**config.mk**
```make
export PLATFORM = sky130hd
export DESIGN_NAME = irq_accept_gate
export DESIGN_NICKNAME = d
export VERILOG_FILES = /design/src/rtl/iag_pkg.sv /design/src/rtl/iag_count.sv /design/src/rtl/iag_flag.sv /design/src/rtl/iag_grant.sv /design/src/rtl/irq_accept_gate.sv
export SDC_FILE = /design/constraint.sdc
export NUM_CORES = 1
export LEC_CHECK = 0
export BUFFER_PORTS_ARGS = -buffer_cell sky130_fd_sc_hd__buf_4
export CAP_MARGIN = 15
export CELL_PAD_IN_SITES_DETAIL_PLACEMENT = 1
export CELL_PAD_IN_SITES_GLOBAL_PLACEMENT = 2
export CORE_MARGIN = 5
export CORE_UTILIZATION = 23
export CTS_BUF_LIST = sky130_fd_sc_hd__clkbuf_8 sky130_fd_sc_hd__clkbuf_16
export DETAILED_ROUTE_END_ITERATION = 16
export HOLD_SLACK_MARGIN = 0.08
export PLACE_DENSITY_LB_ADDON = 0.1
export SLEW_MARGIN = 0
export SYNTH_ARGS = -nofsm -noshare
export SYNTH_HDL_FRONTEND = slang
export SYNTH_SLANG_ARGS = --single-unit
```
**constraint.sdc**
```tcl
create_clock -name clk -period 2.2 [get_ports clk]
set_input_delay 0.11 -clock clk [delete_from_list [all_inputs] [get_ports clk]]
set_output_delay 0.11 -clock clk [all_outputs]
set_load 0.005 [all_outputs]
```
**src/rtl/iag_pkg.sv**
```systemverilog
package iag_pkg;
    typedef enum logic [1:0] {
        RK_NONE    = 2'b00,
        RK_ENABLE  = 2'b01,
        RK_DISABLE = 2'b10,
        RK_MARKER  = 2'b11
    } ret_kind_e;
endpackage

```
**src/rtl/iag_count.sv**
```systemverilog
module iag_count #(
    parameter int CNT_W = 4
) (
    input  logic [CNT_W-1:0] cnt_q,
    input  logic             inc,
    input  logic             dec,
    input  logic             flush,
    input  logic [CNT_W-1:0] flush_cnt,
    output logic [CNT_W-1:0] cnt_d
);
    localparam int WW = CNT_W + 2;
    localparam logic [WW-1:0] CNT_MAX = {2'b00, {CNT_W{1'b1}}};

    logic [WW-1:0] up;
    logic [WW-1:0] down;
    logic [WW-1:0] res;

    always_comb begin
        // a decode event in a flush cycle is squashed
        up   = {2'b00, cnt_q} + {{(WW-1){1'b0}}, (inc & ~flush)};
        down = {{(WW-1){1'b0}}, dec} + (flush ? {2'b00, flush_cnt} : '0);
        if (up >= down) res = up - down;
        else            res = '0;
        if (res > CNT_MAX) res = CNT_MAX;   // saturate
        cnt_d = res[CNT_W-1:0];
    end
endmodule

```
**src/rtl/iag_flag.sv**
```systemverilog
module iag_flag
    import iag_pkg::*;
(
    input  logic       ie_q,
    input  logic       ret_evt,
    input  logic [1:0] ret_kind,
    output logic       ie_d
);
    always_comb begin
        ie_d = ie_q;
        if (ret_evt) begin
            unique case (ret_kind)
                RK_ENABLE:  ie_d = 1'b1;
                RK_DISABLE: ie_d = 1'b0;
                RK_MARKER:  ie_d = 1'b0;
                default:    ie_d = ie_q;
            endcase
        end
    end
endmodule

```
**src/rtl/iag_grant.sv**
```systemverilog
module iag_grant #(
    parameter int CNT_W = 4
) (
    input  logic [CNT_W-1:0] cnt_q,
    input  logic             ie_q,
    input  logic             irq_req,
    input  logic             flush,
    input  logic             dec_evt,
    output logic             gnt
);
    logic settled;

    always_comb begin
        settled = (cnt_q == '0) && ie_q;
        // decode slot must be free for the marker, and no flush this cycle
        gnt = irq_req && settled && !flush && !dec_evt;
    end
endmodule

```
**src/rtl/irq_accept_gate.sv**
```systemverilog
module irq_accept_gate #(
    parameter int CNT_W = 4
) (
    input  logic             clk,
    input  logic             rst_n,
    input  logic             dec_evt,
    input  logic             ret_evt,
    input  logic [1:0]       ret_kind,
    input  logic             flush,
    input  logic [CNT_W-1:0] flush_cnt,
    input  logic             irq_req,
    output logic             irq_gnt,
    output logic             inj_marker,
    output logic             fetch_purge,
    output logic             ie_flag,
    output logic [CNT_W-1:0] pend_cnt
);
    typedef struct packed {
        logic [CNT_W-1:0] cnt;
        logic             ie;
    } gate_st_t;

    gate_st_t st_d, st_q;

    logic             gnt;
    logic [CNT_W-1:0] cnt_nxt;
    logic             ie_nxt;

    iag_grant #(.CNT_W(CNT_W)) u_grant (
        .cnt_q   (st_q.cnt),
        .ie_q    (st_q.ie),
        .irq_req (irq_req),
        .flush   (flush),
        .dec_evt (dec_evt),
        .gnt     (gnt)
    );

    // the injected marker counts as an in-flight enable-changing operation
    iag_count #(.CNT_W(CNT_W)) u_count (
        .cnt_q     (st_q.cnt),
        .inc       (dec_evt | gnt),
        .dec       (ret_evt),
        .flush     (flush),
        .flush_cnt (flush_cnt),
        .cnt_d     (cnt_nxt)
    );

    iag_flag u_flag (
        .ie_q     (st_q.ie),
        .ret_evt  (ret_evt),
        .ret_kind (ret_kind),
        .ie_d     (ie_nxt)
    );

    always_comb begin
        st_d     = st_q;
        st_d.cnt = cnt_nxt;
        st_d.ie  = ie_nxt;
    end

    always_ff @(posedge clk) begin
        if (!rst_n) begin
            st_q.cnt <= '0;
            st_q.ie  <= 1'b0;
        end else begin
            st_q <= st_d;
        end
    end

    assign irq_gnt     = gnt;
    assign inj_marker  = gnt;
    assign fetch_purge = gnt;
    assign ie_flag     = st_q.ie;
    assign pend_cnt    = st_q.cnt;
endmodule

```
# Word-level counts from Yosys, hierarchy flattened
# Index checks and enable logic that the tools add are counted.
[op_classes]
n_addsub = 3
magnitude_cmp = 2
n_eq_ne = 3
muxes = 4
n_bitwise = 3
reduce_logical = 10
[op_table]
columns = ["operator", "count"]
rows = [
  ["$mux 4", 2],
  ["$add 1x6->6", 1],
  ["$ge 6x6->1", 1],
  ["$gt 6x4->1 const B", 1],
  ["$mux 6", 1],
  ["$sub 6x6->6", 1],
  ["$add 4x1->5", 1],
  ["$eq 2x2->1 const B", 2],
  ["$logic_and 1x1->1", 4],
  ["$logic_not 4->1", 1],
  ["$eq 2x1->1 const B", 1],
  ["$logic_not 1->1", 2],
  ["$pmux 1 s2", 1],
  ["$reduce_and 2->1", 1],
  ["$reduce_bool 2->1", 1],
  ["$reduce_or 2->1", 1],
  ["$and 1x1->1", 1],
  ["$not 1->1", 1],
  ["$or 1x1->1", 1],
]
[word_totals]
reg_bits = 5
in_bits = 12

# Depth between registers and ports, before layout
[logic_depth]
depth_word = 12
mapped_depth = 12

# Hierarchy
# From an unflattened synthesis, not the netlist that was laid out.
[unflattened]
cells_unflattened = 74
area_unflattened_um2 = 621.8
[modules_own_cells]
columns = ["mod", "n_inst", "cells_per_inst", "area_each_um2"]
rows = [
  ["iag_count", 1, 56, 435.4],
  ["irq_accept_gate", 1, 13, 152.6],
  ["iag_grant", 1, 3, 23.8],
  ["iag_flag", 1, 2, 10.0],
]

# Worst setup path after synthesis
# No wires, ideal clock.
[synth_path]
kind = "flip-flop to flip-flop"
start = "reg st_q, in the netlist pend_cnt[1]"
end = "reg st_q, in the netlist pend_cnt[0]"
setup_time_ns = 0.122
arrival_time_ns = 2.172
required_time_ns = 2.078
slack_ns = -0.093
stages_incl_launch_ff = 11
cell_sequence = "dfxtp_1 > nor4b_1 > nand2_1 > a21oi_1 > ha_1 > ha_1 > fa_1 > nand3_2 > nand3_1 > o2bb2ai_2 > a21oi_1"
[synth_between]
elab_chain_len = 12
word_cells_on_any_way = 13
classes_between = "add/sub (2); order compare (2); mux (2); bitwise (2); reduce/logical (5)"
[synth_lines]
columns = ["item", "line_no", "source"]
rows = [
  ["start: declaration", "irq_accept_gate.sv:23", "gate_st_t st_d, st_q;"],
  ["start signal: assignment", "irq_accept_gate.sv:66", "st_q <= st_d;"],
  ["$logic_not 4->1", "iag_grant.sv:14", "settled = (cnt_q == '0) && ie_q;"],
  ["$logic_and 1x1->1", "iag_grant.sv:14", ""],
  ["$logic_and 1x1->1 (3 in series)", "iag_grant.sv:16", "gnt = irq_req && settled && !flush && !dec_evt;"],
  ["$or 1x1->1", "irq_accept_gate.sv:41", ".inc (dec_evt | gnt),"],
  ["$and 1x1->1", "iag_count.sv:20", "up = {2'b00, cnt_q} + {{(WW-1){1'b0}}, (inc & ~flush)};"],
  ["$add 4x1->5 *", "iag_count.sv:20", ""],
  ["$sub 6x6->6 or $ge 6x6->1 (tied branches)", "iag_count.sv:22", "if (up >= down) res = up - down;"],
  ["$mux 6 *", "iag_count.sv:22", ""],
  ["$gt 6x4->1", "iag_count.sv:24", "if (res > CNT_MAX) res = CNT_MAX;"],
  ["$mux 4 *", "iag_count.sv:24", ""],
]
# Mark *: on every way between the ends. The rest lies on a longest branch, timed or not.
# A chain may end at the register's enable or synchronous reset.

# Final worst setup path
# Same ends and word-level chain as after synthesis.

==> flow_metrics.env <==
export IMPL_outcome="finished with violations"
export IMPL_failed_checks="setup timing"
export IMPL_nNetsFinal=118
export IMPL_synth_top_cell_area_share_pct=21.6
export IMPL_drtAntennaViolNets=0
export IMPL_cp_end_kind="flop"
export IMPL_drv_cap=0
export IMPL_grt_pass1_wl_um=2750
export IMPL_cp_data_arrival_time_ns=2.46
export IMPL_p_per_area_nw_per_um2=1120
export IMPL_use_met3_pct=4.07
export IMPL_cts_sinks=5
export IMPL_n_fill_cell=256
export IMPL_crit_type="flop to flop"
export IMPL_yosys_area_top_type="ha_1"
export IMPL_core_sq_um=2190
export IMPL_grt_pass1_vias=611
export IMPL_place_congestion=0.803
export IMPL_regArea_sq_um=101
export IMPL_cts_root_buf="clkbuf_8"
export IMPL_tritoncts="done"
export IMPL_multiInputGateArea_sq_um=586
export IMPL_yosysSeqAreaShare_pct=19.2
export IMPL_worst_slack_ns=-0.161
export IMPL_grt_use_met2_pct=17.9
export IMPL_drtPass1Iterations=2
export IMPL_clkSlewWorstSetupHoldPaths_ns=0.04
export IMPL_final_layout_size_suffix_gt1_share_pct=64.2
export IMPL_clock_path_buffers=2
export IMPL_grt_use_total_pct=10.5
export IMPL_fmax_mhz=424
export IMPL_finalCriticalPeriod_ns=2.36
export IMPL_cp_data_required_time_ns=2.30
export IMPL_grt_busiest_layer="met2"
export IMPL_endpoint="pend_cnt[0]$_SDFF_PN0_"
export IMPL_holdBufCountCts=0
export IMPL_yosys_warnings=0
export IMPL_rsz0062_at_grt="true"
export IMPL_holdWs_ns=0.134
export IMPL_syn_num_nets=85
export IMPL_final_cell_mix="29 x buf_4, 6 x nand2_1, 5 x a21oi_2, 5 x ha_4"
export IMPL_viasPerCell=4.46
export IMPL_numCtsBuffers=3
export IMPL_dieArea_sq_um=3310
export IMPL_die_w_um=57.6
export IMPL_routedWlPerCell_um=14.6
export IMPL_slew_headroom_pct=83.1
export IMPL_startpoint="pend_cnt[1]$_SDFF_PN0_"
export IMPL_yosys_top_cells_area="ha_1 22%, dfxtp_1 19%, a21oi_1 7.7%"
export IMPL_finalHoldViolCount=0
export IMPL_r2r_cells=10
export IMPL_hold_path_class="input pin to flop"
export IMPL_r2r_slack_ns=-0.16
export IMPL_syn_avg_cell_area_sq_um=8.26
export IMPL_crit_path_max_fanout=4
export IMPL_tightest_slew_ns=0.251
export IMPL_dp_final_hpwl_um=1360
export IMPL_fp_dieH_um=57.6
export IMPL_power_leakage_nw=0.442
export IMPL_maxSlewViolCount=0
export IMPL_antenna_found_initial=0
export IMPL_drt_iter0_drc=6
export IMPL_overflow=0
export IMPL_finalWirelength_um=1800
export IMPL_fin_skew_ns=0.000737
export IMPL_worstSkewPairLatency_ns=0.22
export IMPL_grt_met1_usage_pct=12.6
export IMPL_start_util_pct=23.8
export IMPL_post_route_period_util_pct=107
export IMPL_peakVddDrop_uv=825
export IMPL_final_common_cell="buf_4"
export IMPL_ioPinCount=20
export IMPL_yosys_cell_types_count=22
export IMPL_antenna_cells=0
export IMPL_h_tree_depth=1
export IMPL_syn_area_sq_um=520
export IMPL_place_ws_ns=-0.158
export IMPL_crit_reg2reg_launch="pend_cnt[1]$_SDFF_PN0_"
export IMPL_setup_viol=4
export IMPL_grt_max_degree=7
export IMPL_portBuffers=19
export IMPL_r2r_end="pend_cnt[0]$_SDFF_PN0_"
export IMPL_fin_setup_tns_ns=-0.624
export IMPL_syn_inst=63
export IMPL_via_count=548
export IMPL_fp_row_count=17
export IMPL_cp_start_kind="flop"
export IMPL_ys_seq_elements=5
export IMPL_drc=0
export IMPL_syn_to_final_growth_pct=95.9
worst min path at each step:
stage,startpoint,cells past startpoint,to
floorplan,rst_n,2,ie_flag$_SDFFE_PN0P_
global placement,ret_kind[0],3,ie_flag$_SDFFE_PN0P_
detailed placement,ret_kind[0],3,ie_flag$_SDFFE_PN0P_
CTS,ret_kind[0],3,ie_flag$_SDFFE_PN0P_
global route,ret_kind[0],3,ie_flag$_SDFFE_PN0P_
finish,ret_kind[0],3,ie_flag$_SDFFE_PN0P_
flip-flops by register name, summed over array words and instances, names as in the netlist:
signal    count
ie_flag       1
pend_cnt      4
cells by family after synthesis:
| group | count (synthesis) | share of synthesized area [%] |
|---|---|---|
| and+or+nand+nor | 22 | 22.8 |
| AOI/OAI and AO/OA | 12 | 15.1 |
| adders and majority gates | 10 | 25.5 |
| buffers and inverters | 8 | 7.21 |
| xor gates and xnor gates | 6 | 10.1 |
| DFF | 5 | 19.2 |
layer usage:
layer / up-vias / routed length, um / share of wire, %
met5: - / 0 / 0
met4: 0 / 0 / 0
met3: 0 / 99 / 5.5
met2: 14 / 951 / 53
met1: 253 / 748 / 42
li1: 281 / - / -
cell usage after synthesis:
| master | instances |
|---|---|
| inv_1 | 6 |
| dfxtp_1 | 5 |
| xnor2_1 | 4 |
| nand2_1 | 6 |
| fa_1 | 1 |
| a21oi_1 | 8 |
| a31oi_1 | 1 |
| nand4_1 | 2 |
| nor4b_1 | 1 |
| nand3b_1 | 1 |
| nand3_1 | 4 |
| a21oi_2 | 1 |
| buf_4 | 2 |
| and2_1 | 2 |
| ha_1 | 9 |
| o21ai_2 | 1 |
| and3_1 | 1 |
| nor2_1 | 3 |
| xor2_1 | 2 |
| nand3_2 | 1 |
| nor3b_1 | 1 |
| o2bb2ai_2 | 1 |
critical path: stages (launching register included):
cell and delay, ns:
dfxtp_2 0.32, nor4b_2 0.23, nand2_1 0.12, a21oi_2 0.21
ha_4 0.19, ha_4 0.21, fa_2 0.42, nand3_4 0.13
nand3_1 0.12, o2bb2ai_4 0.21, a21oi_2 0.08
stage by stage:
step | power [mW] | cells | util [%] | instance area [sq um]
2_1_floorplan | 0.464 | 63 | - | 537
3_3_place_gp | 0.688 | 118 | 35.4 | 774
3_5_place_dp | 0.684 | 118 | 35.4 | 774
4_1_cts | 0.934 | 123 | 40.2 | 881
5_1_grt | 1.24 | 123 | 46.5 | 1020
6_report | 1.15 | 123 | 46.5 | 1020
power breakdown:
part           leakage (nW)  internal, mW  switching [mW]
registers            0.0418         0.123          0.0222
clock network        0.0255         0.122          0.0470
logic                 0.375         0.435           0.396
total                 0.442         0.680           0.465
layout make-up:
class	instances	share of cell area, %
Clock buffer	3	4.05
Tap cell	28	3.44
Clock inverter	1	0.491
Sequential cell	5	9.94
Timing Repair Buffer	30	22.5
Multi-Input combinational cell	50	57.4
Inverter	6	2.21
what timing repair did:
item | CTS | global route
setup buffers | 1 | 0
gates resized for setup | 13 | 19
cloned | 0 | 0
pin swaps | 13 | 18
endpoints found under the setup margin | 4 | 4
hold endpoints to repair | 0 | 0
(Power assumes the default switching activity.)
